`config.mk`:
```
export PLATFORM = sky130hd
export DESIGN_NAME = p7_hazard_ctrl
export DESIGN_NICKNAME = d
export VERILOG_FILES = /design/src/rtl/p7_pkg.sv /design/src/rtl/p7_src_match.sv /design/src/rtl/p7_load_track.sv /design/src/rtl/p7_flush_unit.sv /design/src/rtl/p7_hazard_ctrl.sv
export SDC_FILE = /design/constraint.sdc
export NUM_CORES = 1
export LEC_CHECK = 0
export CAP_MARGIN = 10
export CELL_PAD_IN_SITES_DETAIL_PLACEMENT = 0
export CELL_PAD_IN_SITES_GLOBAL_PLACEMENT = 1
export CORE_AREA = 2 2 39 41
export DETAILED_ROUTE_END_ITERATION = 8
export DIE_AREA = 0 0 41 43
export DONT_BUFFER_PORTS = 1
export HOLD_SLACK_MARGIN = 0.1
export PLACE_DENSITY_LB_ADDON = 0.3
export SETUP_SLACK_MARGIN = 0.02
export SYNTH_ARGS = -nofsm -noshare
export SYNTH_HDL_FRONTEND = slang
export SYNTH_SLANG_ARGS = --single-unit
```
`constraint.sdc`:
```
create_clock -name clk -period 2.87 [get_ports clk]
set_input_delay 0.574 -clock clk [delete_from_list [all_inputs] [get_ports clk]]
set_output_delay 0.574 -clock clk [all_outputs]
set_load 0.01 [all_outputs]
```
`src/rtl/p7_pkg.sv`:
```
package p7_pkg;
  localparam int unsigned RIDX_W  = 5;
  localparam int unsigned NUM_SRC = 2;
  localparam int unsigned NUM_FE  = 3;

  typedef struct packed {
    logic              live;
    logic [RIDX_W-1:0] dst;
  } ld_slot_t;
endpackage

```
`src/rtl/p7_src_match.sv`:
```
module p7_src_match #(
  parameter int unsigned W = p7_pkg::RIDX_W
) (
  input  logic         clk,
  input  logic         rst_n,
  input  logic [W-1:0] src,
  input  logic         src_use,
  input  logic [W-1:0] dst,
  input  logic         dst_live,
  output logic         hit
);
  always_comb begin
    hit = src_use && dst_live && (dst != '0) && (src == dst);
  end

  assert_zero_reg_R3: assert property (@(posedge clk) disable iff (!rst_n)
    (dst == '0) |-> !hit);
  assert_unused_src_R7: assert property (@(posedge clk) disable iff (!rst_n)
    !src_use |-> !hit);
endmodule

```
`src/rtl/p7_load_track.sv`:
```
module p7_load_track
  import p7_pkg::*;
(
  input  logic              clk,
  input  logic              rst_n,
  input  logic              ex_is_ld,
  input  logic [RIDX_W-1:0] ex_dst,
  output ld_slot_t          me1_slot
);
  ld_slot_t slot_d, slot_q;

  always_comb begin
    slot_d.live = ex_is_ld && (ex_dst != '0);
    slot_d.dst  = slot_d.live ? ex_dst : '0;
  end

  always_ff @(posedge clk or negedge rst_n) begin
    if (!rst_n) slot_q <= '0;
    else        slot_q <= slot_d;
  end

  assign me1_slot = slot_q;

  assert_nonload_clear_R4: assert property (@(posedge clk) disable iff (!rst_n)
    !ex_is_ld |=> !me1_slot.live);
endmodule

```
`src/rtl/p7_flush_unit.sv`:
```
module p7_flush_unit #(
  parameter int unsigned NFE = p7_pkg::NUM_FE
) (
  input  logic           clk,
  input  logic           rst_n,
  input  logic           br_valid,
  input  logic           br_mispredict,
  output logic [NFE-1:0] fe_flush,
  output logic           redirect
);
  logic kill;

  always_comb begin
    kill     = br_valid && br_mispredict;
    redirect = kill;
  end

  for (genvar g = 0; g < NFE; g++) begin : g_fe
    assign fe_flush[g] = kill;
  end

  assert_no_flush_R5: assert property (@(posedge clk) disable iff (!rst_n)
    !br_valid |-> (fe_flush == '0) && !redirect);
endmodule

```
`src/rtl/p7_hazard_ctrl.sv`:
```
module p7_hazard_ctrl
  import p7_pkg::*;
(
  input  logic              clk,
  input  logic              rst_n,
  input  logic [RIDX_W-1:0] id_src1,
  input  logic              id_use1,
  input  logic [RIDX_W-1:0] id_src2,
  input  logic              id_use2,
  input  logic [RIDX_W-1:0] ex_dst,
  input  logic              ex_wr,
  input  logic              ex_load,
  input  logic              br_valid,
  input  logic              br_mispredict,
  output logic              hold_if1,
  output logic              hold_if2,
  output logic              hold_id,
  output logic              bubble_ex,
  output logic              flush_if1,
  output logic              flush_if2,
  output logic              flush_id,
  output logic              redirect
);
  logic rst_meta_n, rst_sync_n;

  always_ff @(posedge clk or negedge rst_n) begin
    if (!rst_n) begin
      rst_meta_n <= 1'b0;
      rst_sync_n <= 1'b0;
    end else begin
      rst_meta_n <= 1'b1;
      rst_sync_n <= rst_meta_n;
    end
  end

  logic [RIDX_W-1:0]  src_v [NUM_SRC];
  logic               use_v [NUM_SRC];
  logic [NUM_SRC-1:0] hit_ex, hit_me1;
  logic               ex_is_ld;
  ld_slot_t           me1_slot;
  logic [NUM_FE-1:0]  fe_flush;
  logic               load_use, stall;

  assign src_v[0] = id_src1;
  assign src_v[1] = id_src2;
  assign use_v[0] = id_use1;
  assign use_v[1] = id_use2;
  assign ex_is_ld = ex_wr && ex_load;

  p7_load_track i_track (
    .clk(clk), .rst_n(rst_sync_n), .ex_is_ld(ex_is_ld), .ex_dst(ex_dst),
    .me1_slot(me1_slot)
  );

  for (genvar s = 0; s < NUM_SRC; s++) begin : g_src
    p7_src_match i_m_ex (
      .clk(clk), .rst_n(rst_sync_n), .src(src_v[s]), .src_use(use_v[s]),
      .dst(ex_dst), .dst_live(ex_is_ld), .hit(hit_ex[s])
    );
    p7_src_match i_m_me1 (
      .clk(clk), .rst_n(rst_sync_n), .src(src_v[s]), .src_use(use_v[s]),
      .dst(me1_slot.dst), .dst_live(me1_slot.live), .hit(hit_me1[s])
    );
  end

  p7_flush_unit i_flush (
    .clk(clk), .rst_n(rst_sync_n), .br_valid(br_valid),
    .br_mispredict(br_mispredict), .fe_flush(fe_flush), .redirect(redirect)
  );

  always_comb begin
    load_use  = (|hit_ex) || (|hit_me1);
    stall     = load_use && !redirect;
    hold_if1  = stall;
    hold_if2  = stall;
    hold_id   = stall;
    bubble_ex = stall;
    flush_if1 = fe_flush[0];
    flush_if2 = fe_flush[1];
    flush_id  = fe_flush[2];
  end

  assert_flush_wins_R6: assert property (@(posedge clk) disable iff (!rst_sync_n)
    (flush_if1 || flush_id) |-> !hold_id && !bubble_ex && !hold_if1);
  assert_hold_group_R1: assert property (@(posedge clk) disable iff (!rst_sync_n)
    bubble_ex |-> hold_if1 && hold_if2 && hold_id);
  assert_flush_set_R5: assert property (@(posedge clk) disable iff (!rst_sync_n)
    (br_valid && br_mispredict) |-> flush_if1 && flush_if2 && flush_id && redirect);
endmodule

```
==> results of run 1 <==
[worst paths after layout]
check | to | slack [ns] | cells past startpoint
min in group asynchronous | rst_meta_n | 0.56 | 1
worst max register to register | i_track.me1_slot[5] | 2.04 | 1
worst min register to register | rst_sync_n | 0.35 | 0
max in group asynchronous | i_track.me1_slot[5] | 2.04 | 1
worst max-delay path | hold_if2 | 0.75 | 4
worst min-delay path | rst_sync_n | 0.35 | 0
[synth_stat cells]
cell,count
buf_4,6
nand4_1,4
and3_1,4
nand2_1,4
inv_1,1
xnor2_1,20
o22ai_1,2
conb_1,1
nand3_1,2
nor3_1,2
a21oi_1,2
nor2_1,2
dfrtp_1,8
and3_2,1
a32o_1,1
[area by class of cell]
type,instances,area [um2]
Fill cell,145,806
Clock buffer,3,22.5
Inverter,1,3.75
Tap cell,16,20.0
Sequential cell,8,200
Timing Repair Buffer,2,20.0
Multi-Input combinational cell,45,312
[cells by family (layout without fill, tap and decap cells)]
group	count (synthesis)	in the layout	share of synthesized area, %
xor+xnor	20	20	31.3
simple gates	19	19	17.9
flops	8	8	35.7
buf+inv	7	6	8.70
compound gates	5	5	5.80
other cells	1	1	0.669
[critical path, stage by stage (launching register included)]
cell	delay (ns)
dfrtp_1	0.40
xnor2_1	0.18
nand4_1	0.14
o22ai_1	0.15
a32o_1	0.43
[sequential cells by signal, summed over array words and instances, names as in the netlist]
name,cells
rst_meta_n,1
rst_sync_n,1
i_track.me1_slot,6
[power breakdown]
part / internal, uW / switching (uW) / total [uW]
clock network: 47.4 / 32.3 / 79.7
logic: 25.5 / 17.4 / 42.9
registers: 118 / 3.91 / 122
total: 191 / 53.6 / 244
[per-layer routing]
layer  GRT usage (%)  vias up  part of all wire [%]  routed length (um)
li1                -      195                     -                   -
met1            20.1      172                    39                 422
met2            22.5       22                    47                 513
met3            5.76        2                    12                 129
met4            12.0        0                   1.4                  15
met5               0        -                     0                   0
[metrics by stage]
stage / std cells / util (%)
after CTS: 75 / 41.8
final: 75 / 41.8
after detailed placement: 70 / 38.7
after global placement: 70 / 38.7
after floorplan: 60 / -
after global routing: 75 / 41.8
==> out/metrics.cfg, run 1 <==
[status]
status = finished, final reports clean

[sta]
setup_viol = 0
slew_violations = 0
max_freq_mhz = 472
finalClockSkew_ns = 0.00170
layout_setup_ws_ns = 0.750
fin_tns_setup_ns = 0
final.min_clock_period_ns = 2.12
fin_crit_sh_pct = 73.9
hold_viol = 0
whs_ns = 0.354
rsz0062_at_grt = false

[route]
wire_per_inst_um = 14.4
route.detailed.drc = 0
drt-initial-drc-count = 3
first_pass_iters = 4
drt_wl_total_mm = 1.08
antenna_left = 0
routed_via_density = 5.21
vias = 391

[layout]
most-common-layout-cells = xnor2_1, dfrtp_1, nand2_1, and3_1, nand4_1
stdcell_area_um2 = 578
areaGrowthSynthToFinish_pct = 3.12
n_antenna_cell = 0
fin_nets = 84
final_common_cell = xnor2_1
layout-drive-gt1-share_pct = 6.78

[placed_design]
place_area_um2 = 536
port_buffers = 0
dp_hpwl_um = 966
place_congestion = 0.709
pre_cts_slack_ns = 0.816

[run]
max_cap_viol_count = 0

[worst_hold_path]
hp-class = reg2reg
hold_path.startpoint = rst_meta_n

[floorplanning]
core_area_mm2 = 0.00138
die_h_um = 43
die_w_um = 41
initial_utilization_pct = 40.5
row_count = 14
dieArea_mm2 = 0.00176
num_io_pins = 31

[synthesis]
synth.avg_cell_area_um2 = 9.34
synth_top_area_share_pct = 35.7
ys_seq_area_share_pct = 35.7
ys_types = 15
postSynthCellCount = 60
synth_top_area_cell = dfrtp_1
syn_area_um2 = 561
synth_nets = 83
ys_warn_count = 0
ys_seq_elements = 8
synth.area.top_cells = dfrtp_1, xnor2_1, buf_4

[power_and_ir_drop]
ir_drop_mv = 0.209
leakagePower_uw = 0.000225
power.density_mw_per_mm2 = 423
total_power_uw = 244

[setup_path]
critPathArrivalTime_ns = 1.55
endpoint_kind = output port
start_kind = register
crit_type = reg2out
required_ns = 2.30
r2r-start = rst_sync_n
startpoint = i_track.me1_slot[0]
crit_fanout = 4

[cts]
cts_root_buf = clkbuf_4
cts_buffer_depth = 2
clkTransAtPathRegs_ns = 0.05
cts_resized = 0
cts_hold_buffers = 2
htree_levels = 1
cts_made_buffers = 3
post_cts_buffers = 0
clock_latency_ns = 0.24
clock_sinks = 8
cts_tree = built

[global_routing]
grt_pass1_vias = 429
grt_start_max_net_pins = 7
antenna_found_initial = 0
grtUsageTotal_pct = 16.4
grt_pass1_wl_mm = 1.81
gr-total-overflow = 0

(Power assumes the default switching activity.)
==> run 2: changes to the inputs <==
- CORE_AREA: 2 2 39 41 -> 2 2 42 44
- DIE_AREA: 0 0 41 43 -> 0 0 44 46
- clock period: 2.87 -> 1.9 ns (I/O delays scaled with it)
==> run 2 against run 1 <==
Effect of this change: critical path depth is 1 higher; global-route usage shrank 4.1 points; combinational power up 72%; count of clock-buffer cells in the layout is the same; hold slack worse by 0.071 ns; critical endpoint is now hold_id; largest power group unchanged.
==> out/metrics.cfg, run 2 (synthesized netlist as in run 1, its figures left out) <==
[status]
status = finished, final reports clean  ; unchanged

[power_and_ir_drop]
p_switching_uw = 81.0  ; was 53.6 uW
total_power_uw = 377  ; was 244 uW
seqPwrFrac_pct = 49.1  ; was 49.9%
ir_drop_mv = 0.270  ; was 0.209 mV
p_int_uw = 296  ; was 191 uW
leakagePower_uw = 0.000262  ; was 0.000225 uW
pwr-share-clk_pct = 31.2  ; was 32.6%
power.density_mw_per_mm2 = 584  ; was 423 mW/mm2
power_frac_comb_pct = 19.6  ; was 17.5%
switching_share_pct = 21.5  ; was 21.9%

[placed_design]
dp_hpwl_um = 988  ; was 966 um
port_buffers = 0  ; unchanged
dp_cells = 73  ; was 70
place_congestion = 0.727  ; was 0.709
place_area_um2 = 552  ; was 536 um2

[route]
routed_via_density = 5.24  ; was 5.21
drt_wl_total_mm = 1.13  ; was 1.08 mm
wire_per_inst_um = 14.1  ; was 14.4 um
vias = 419  ; was 391
first_pass_iters = 4  ; unchanged
drt-initial-drc-count = 4  ; was 3
route.detailed.drc = 0  ; unchanged
antenna_left = 0  ; unchanged

[layout]
stdcell_area_um2 = 644  ; was 578 um2
most-common-layout-cells = xnor2_1, dfrtp_1, nand2_1, and3_1, nand4_1  ; unchanged
layout-drive-gt1-share_pct = 20.6  ; was 6.78%
n_antenna_cell = 0  ; unchanged
largest_reg_flops = 6  ; unchanged
areaGrowthSynthToFinish_pct = 15.0  ; was 3.12%
fin_nets = 88  ; was 84
final_cells = 80  ; was 75
final_common_cell = xnor2_1  ; unchanged
n_fill_cell = 167  ; was 145

[setup_path]
reg2reg_depth = 1  ; unchanged
r2r-start = rst_sync_n  ; unchanged
endpoint_kind = output port  ; unchanged
crit_type = reg2out  ; unchanged
cp-endpoint = hold_id  ; was hold_if2
r2r_end = i_track.me1_slot[0]  ; was i_track.me1_slot[5]
reg2reg_slack_ns = 1.05  ; was 2.04 ns
startpoint = i_track.me1_slot[1]  ; was i_track.me1_slot[0]
crit_fanout = 4  ; unchanged
required_ns = 1.52  ; was 2.30 ns
critPathArrivalTime_ns = 1.43  ; was 1.55 ns
start_kind = register  ; unchanged

[cts]
cts_root_buf = clkbuf_4  ; unchanged
clock_latency_ns = 0.24  ; about the same
clkTransAtPathRegs_ns = 0.05  ; about the same
htree_levels = 1  ; unchanged
clock_sinks = 8  ; unchanged
cts_buffer_depth = 2  ; unchanged
cts_tree = built  ; unchanged
cts_made_buffers = 3  ; unchanged

[global_routing]
grt_start_max_net_pins = 7  ; unchanged
gr-total-overflow = 0  ; unchanged
grt_pass1_wl_mm = 1.79  ; was 1.81 mm
antenna_found_initial = 0  ; unchanged
grtUsageTotal_pct = 12.3  ; was 16.4%
grt_pass1_vias = 460  ; was 429

[sta]
rsz0062_at_grt = true  ; was false
fin_crit_sh_pct = 95.3
hold_viol = 0  ; unchanged
fin_tns_setup_ns = 0  ; unchanged
finalClockSkew_ns = 0.000839  ; was 0.00170 ns
final.min_clock_period_ns = 1.81
whs_ns = 0.283  ; was 0.354 ns
setup_viol = 0  ; unchanged
slew_violations = 0  ; unchanged
max_freq_mhz = 552

[floorplanning]
die_h_um = 46  ; was 43 um
row_count = 15  ; was 14
core_area_mm2 = 0.00161  ; was 0.00138 mm2
initial_utilization_pct = 34.7  ; was 40.5%
dieArea_mm2 = 0.00202  ; was 0.00176 mm2
num_io_pins = 31  ; unchanged
die_w_um = 44  ; was 41 um

[worst_hold_path]
hold_path.startpoint = ex_load  ; was rst_meta_n
hp-class = in2reg  ; was reg2reg

[run]
max_cap_viol_count = 0  ; unchanged

-- run 2: power groups by stage --
stage                     combinational, uW  clock [uW]  sequential (uW)
after global routing                   82.7         133              186
after floorplan                        58.4           0              187
after global placement                 62.6           0              189
final                                  73.9         118              185
after CTS                              69.3         125              184
after detailed placement               61.8           0              189
-- run 2: how the worst min path moves through the flow --
| stage | endpoint | depth (start not counted) | slack [ns] |
|---|---|---|---|
| 2_1_floorplan | i_track.me1_slot[0] | 0 | 0.07 |
| 3_3_place_gp | rst_meta_n | 0 | 0.08 |
| 3_5_place_dp | rst_meta_n | 0 | 0.08 |
| 4_1_cts | i_track.me1_slot[5] | 2 | 0.28 |
| 5_1_grt | i_track.me1_slot[5] | 2 | 0.29 |
| 6_report | i_track.me1_slot[5] | 2 | 0.28 |
-- run 2: final cells by class --
cell class | instances | area, um2 | area share, %
clock buffers | 3 | 22.5 | 3.50
flip-flops and latches | 8 | 201 | 31.3
well taps | 17 | 21.3 | 3.30
inverters | 1 | 3.75 | 0.583
multi-input cells | 45 | 339 | 52.6
repair buffers | 6 | 56.3 | 8.74
-- run 2: metal layers --
metal  vias to the layer above  wire, um  global-route usage, %  share of wire (%)
met3                         2       138                   3.57                 12
met2                        24       609                   21.5                 54
li1                        203         -                      -                  -
met1                       190       371                   13.3                 33
met5                         -         0                      0                  0
met4                         0         6                   6.67               0.53
-- run 2: timing repair --
action | 4_1_cts | 5_1_grt
hold buffers | 3 | 0
gates resized for setup | 0 | 7
setup endpoints to repair | 0 | 4
hold endpoints to repair | 3 | 0
setup buffers | 0 | 1
-- run 2: worst max-delay path, stage by stage (launching register included) --
cell and delay [ns]:
dfrtp_1 0.40, buf_4 0.15, nor3_2 0.17, a21oi_1 0.08, a32o_2 0.24, buf_6 0.14
-- run 2: through the flow --
step / setup WS, ns / util [%]
4_1_cts: 0.0776 / 37.4
2_1_floorplan: 0.328 / -
6_report: 0.0898 / 39.9
5_1_grt: 0.0142 / 39.9
3_5_place_dp: 0.355 / 34.2
3_3_place_gp: 0.323 / 34.2
==> run 3: changes to the inputs <==
- CORE_AREA: 2 2 42 44 -> 2 2 40 42
- DIE_AREA: 0 0 44 46 -> 0 0 42 44
- clock period: 1.9 -> 2 ns (I/O delays scaled with it)
==> run 3 against run 2 <==
Effect of this change: highest routed layer unchanged; flip-flop and latch count unchanged; clock power about the same; sequential share of layout area up 2.9 points; critical endpoint unchanged.
==> out/metrics.cfg, run 3 (synthesized netlist as in run 1, its figures left out) <==
[setup_path]
required_ns = 1.60  ; was 1.52 ns
endpoint_kind = output port  ; unchanged
crit_type = reg2out  ; unchanged
critPathArrivalTime_ns = 1.42  ; was 1.43 ns
crit_fanout = 4  ; unchanged
start_kind = register  ; unchanged

[power_and_ir_drop]
power.density_mw_per_mm2 = 606  ; was 584 mW/mm2
ir_drop_mv = 0.286  ; was 0.270 mV
leakagePower_uw = 0.000236  ; was 0.000262 uW
total_power_uw = 356  ; was 377 uW

[layout]
fin_nets = 85  ; was 88
stdcell_area_um2 = 587  ; was 644 um2
final_common_cell = xnor2_1  ; unchanged
largest_reg_flops = 6  ; unchanged
seq_area_um2 = 200  ; was 201 um2
n_fill_cell = 157  ; was 167
layout-drive-gt1-share_pct = 10.0  ; was 20.6%
most-common-layout-cells = xnor2_1, dfrtp_1, nand2_1, and3_1, nand4_1  ; unchanged
areaGrowthSynthToFinish_pct = 4.69  ; was 15.0%
multi_input_comb_area_um2 = 313  ; was 339 um2
n_antenna_cell = 0  ; unchanged

[global_routing]
grtUsageTotal_pct = 14.5  ; was 12.3%
grt_pass1_wl_mm = 1.86  ; was 1.79 mm
grt_start_max_net_pins = 7  ; unchanged
grt_pass1_vias = 448  ; was 460
gr-total-overflow = 0  ; unchanged
antenna_found_initial = 0  ; unchanged

[worst_hold_path]
hp-class = in2reg  ; unchanged

[cts]
htree_levels = 1  ; unchanged
cts_root_buf = clkbuf_4  ; unchanged
post_cts_buffers = 0  ; unchanged
clock_latency_ns = 0.25  ; was 0.24 ns
clkTransAtPathRegs_ns = 0.05  ; about the same
cts_buffer_depth = 2  ; unchanged
cts_tree = built  ; unchanged
cts_made_buffers = 3  ; unchanged
clock_sinks = 8  ; unchanged

[route]
vias = 401  ; was 419
first_pass_iters = 2  ; was 4
routed_via_density = 5.28  ; was 5.24
wire_per_inst_um = 14.6  ; was 14.1 um
antenna_left = 0  ; unchanged
drt_wl_total_mm = 1.11  ; was 1.13 mm
route.detailed.drc = 0  ; unchanged
drt-met1-wl_um = 365  ; was 371 um
dr_wl_met3_um = 105  ; was 138 um
met2_length_um = 607  ; was 609 um
drt-initial-drc-count = 2  ; was 4
top_layer = met4  ; unchanged

[sta]
hold_viol = 0  ; unchanged
setup_viol = 0  ; unchanged
rsz0062_at_grt = false  ; was true
layout_setup_ws_ns = 0.177  ; was 0.0898 ns
slew_violations = 0  ; unchanged
finalClockSkew_ns = 0.00351  ; was 0.000839 ns
fin_crit_sh_pct = 91.2
fin_tns_setup_ns = 0  ; unchanged
whs_ns = 0.288  ; was 0.283 ns
final.min_clock_period_ns = 1.82
max_freq_mhz = 548

[placed_design]
place_congestion = 0.712  ; was 0.727
place_area_um2 = 543  ; was 552 um2
dp_hpwl_um = 975  ; was 988 um
pre_cts_slack_ns = 0.305  ; was 0.355 ns
port_buffers = 0  ; unchanged

[run]
max_cap_viol_count = 0  ; unchanged

[floorplanning]
die_w_um = 42  ; was 44 um
initial_utilization_pct = 39.5  ; was 34.7%
core_area_mm2 = 0.00142  ; was 0.00161 mm2
row_count = 14  ; was 15
num_io_pins = 31  ; unchanged
dieArea_mm2 = 0.00185  ; was 0.00202 mm2
die_h_um = 44  ; was 46 um

[status]
status = finished, final reports clean  ; unchanged

## run 3: changes by cell type in the layout (fill, tap and decap cells not counted), sizes merged
cell,before,now
dlygate4sd3,3,2
buf,3,1
## run 3: layout make-up
class,count,share of cell area [%]
timing repair buffer,3,4.69
sequential,8,34.1
multi-input combinational,45,53.3
inverter,1,0.640
tap,16,3.41
clock buffer,3,3.84
## run 3: final timing paths
check                                         start             endpoint  slack [ns]  depth (start not counted)
worst min-delay path                        ex_load  i_track.me1_slot[5]        0.29                          2
worst max-delay path            i_track.me1_slot[2]              hold_id        0.18                          4
worst min register to register           rst_meta_n           rst_sync_n        0.35                          0
worst max register to register           rst_sync_n  i_track.me1_slot[5]        1.15                          1
min in group asynchronous                     rst_n           rst_sync_n        0.38                          1
max in group asynchronous                rst_sync_n  i_track.me1_slot[5]        1.15                          1
## run 3: routing by layer
layer  up-vias  track usage [%]
li1        201                -
met1       179             13.8
met2        17             25.9
met3         4             4.17
met4         0             11.6
met5         -                0
## run 3: metrics by stage
step,instances,util [%]
floorplan,60,-
global placement,71,38.3
detailed placement,71,38.3
CTS,76,41.3
global route,76,41.4
finish,76,41.4
## run 3: power breakdown
| part | leakage, uW | internal (uW) | switching, uW | total [uW] |
|---|---|---|---|---|
| combinational | 0.000119 | 37.9 | 25.8 | 63.7 |
| clock | 0.0000138 | 68.3 | 49.2 | 118 |
| sequential | 0.000103 | 169 | 5.36 | 175 |
| total | 0.000236 | 275 | 80.4 | 356 |
## run 3: repair_timing
action                     CTS  global route
hold endpoints to repair     8             0
setup endpoints to repair    0             4
hold buffers                 2             0
resized for setup            0             1
## run 3: worst max-delay path, cell delays in order (launching register included)
cell     delay (ns)
dfrtp_1        0.41
xnor2_1        0.16
nand4_1        0.12
o22ai_1        0.18
a32o_2         0.30
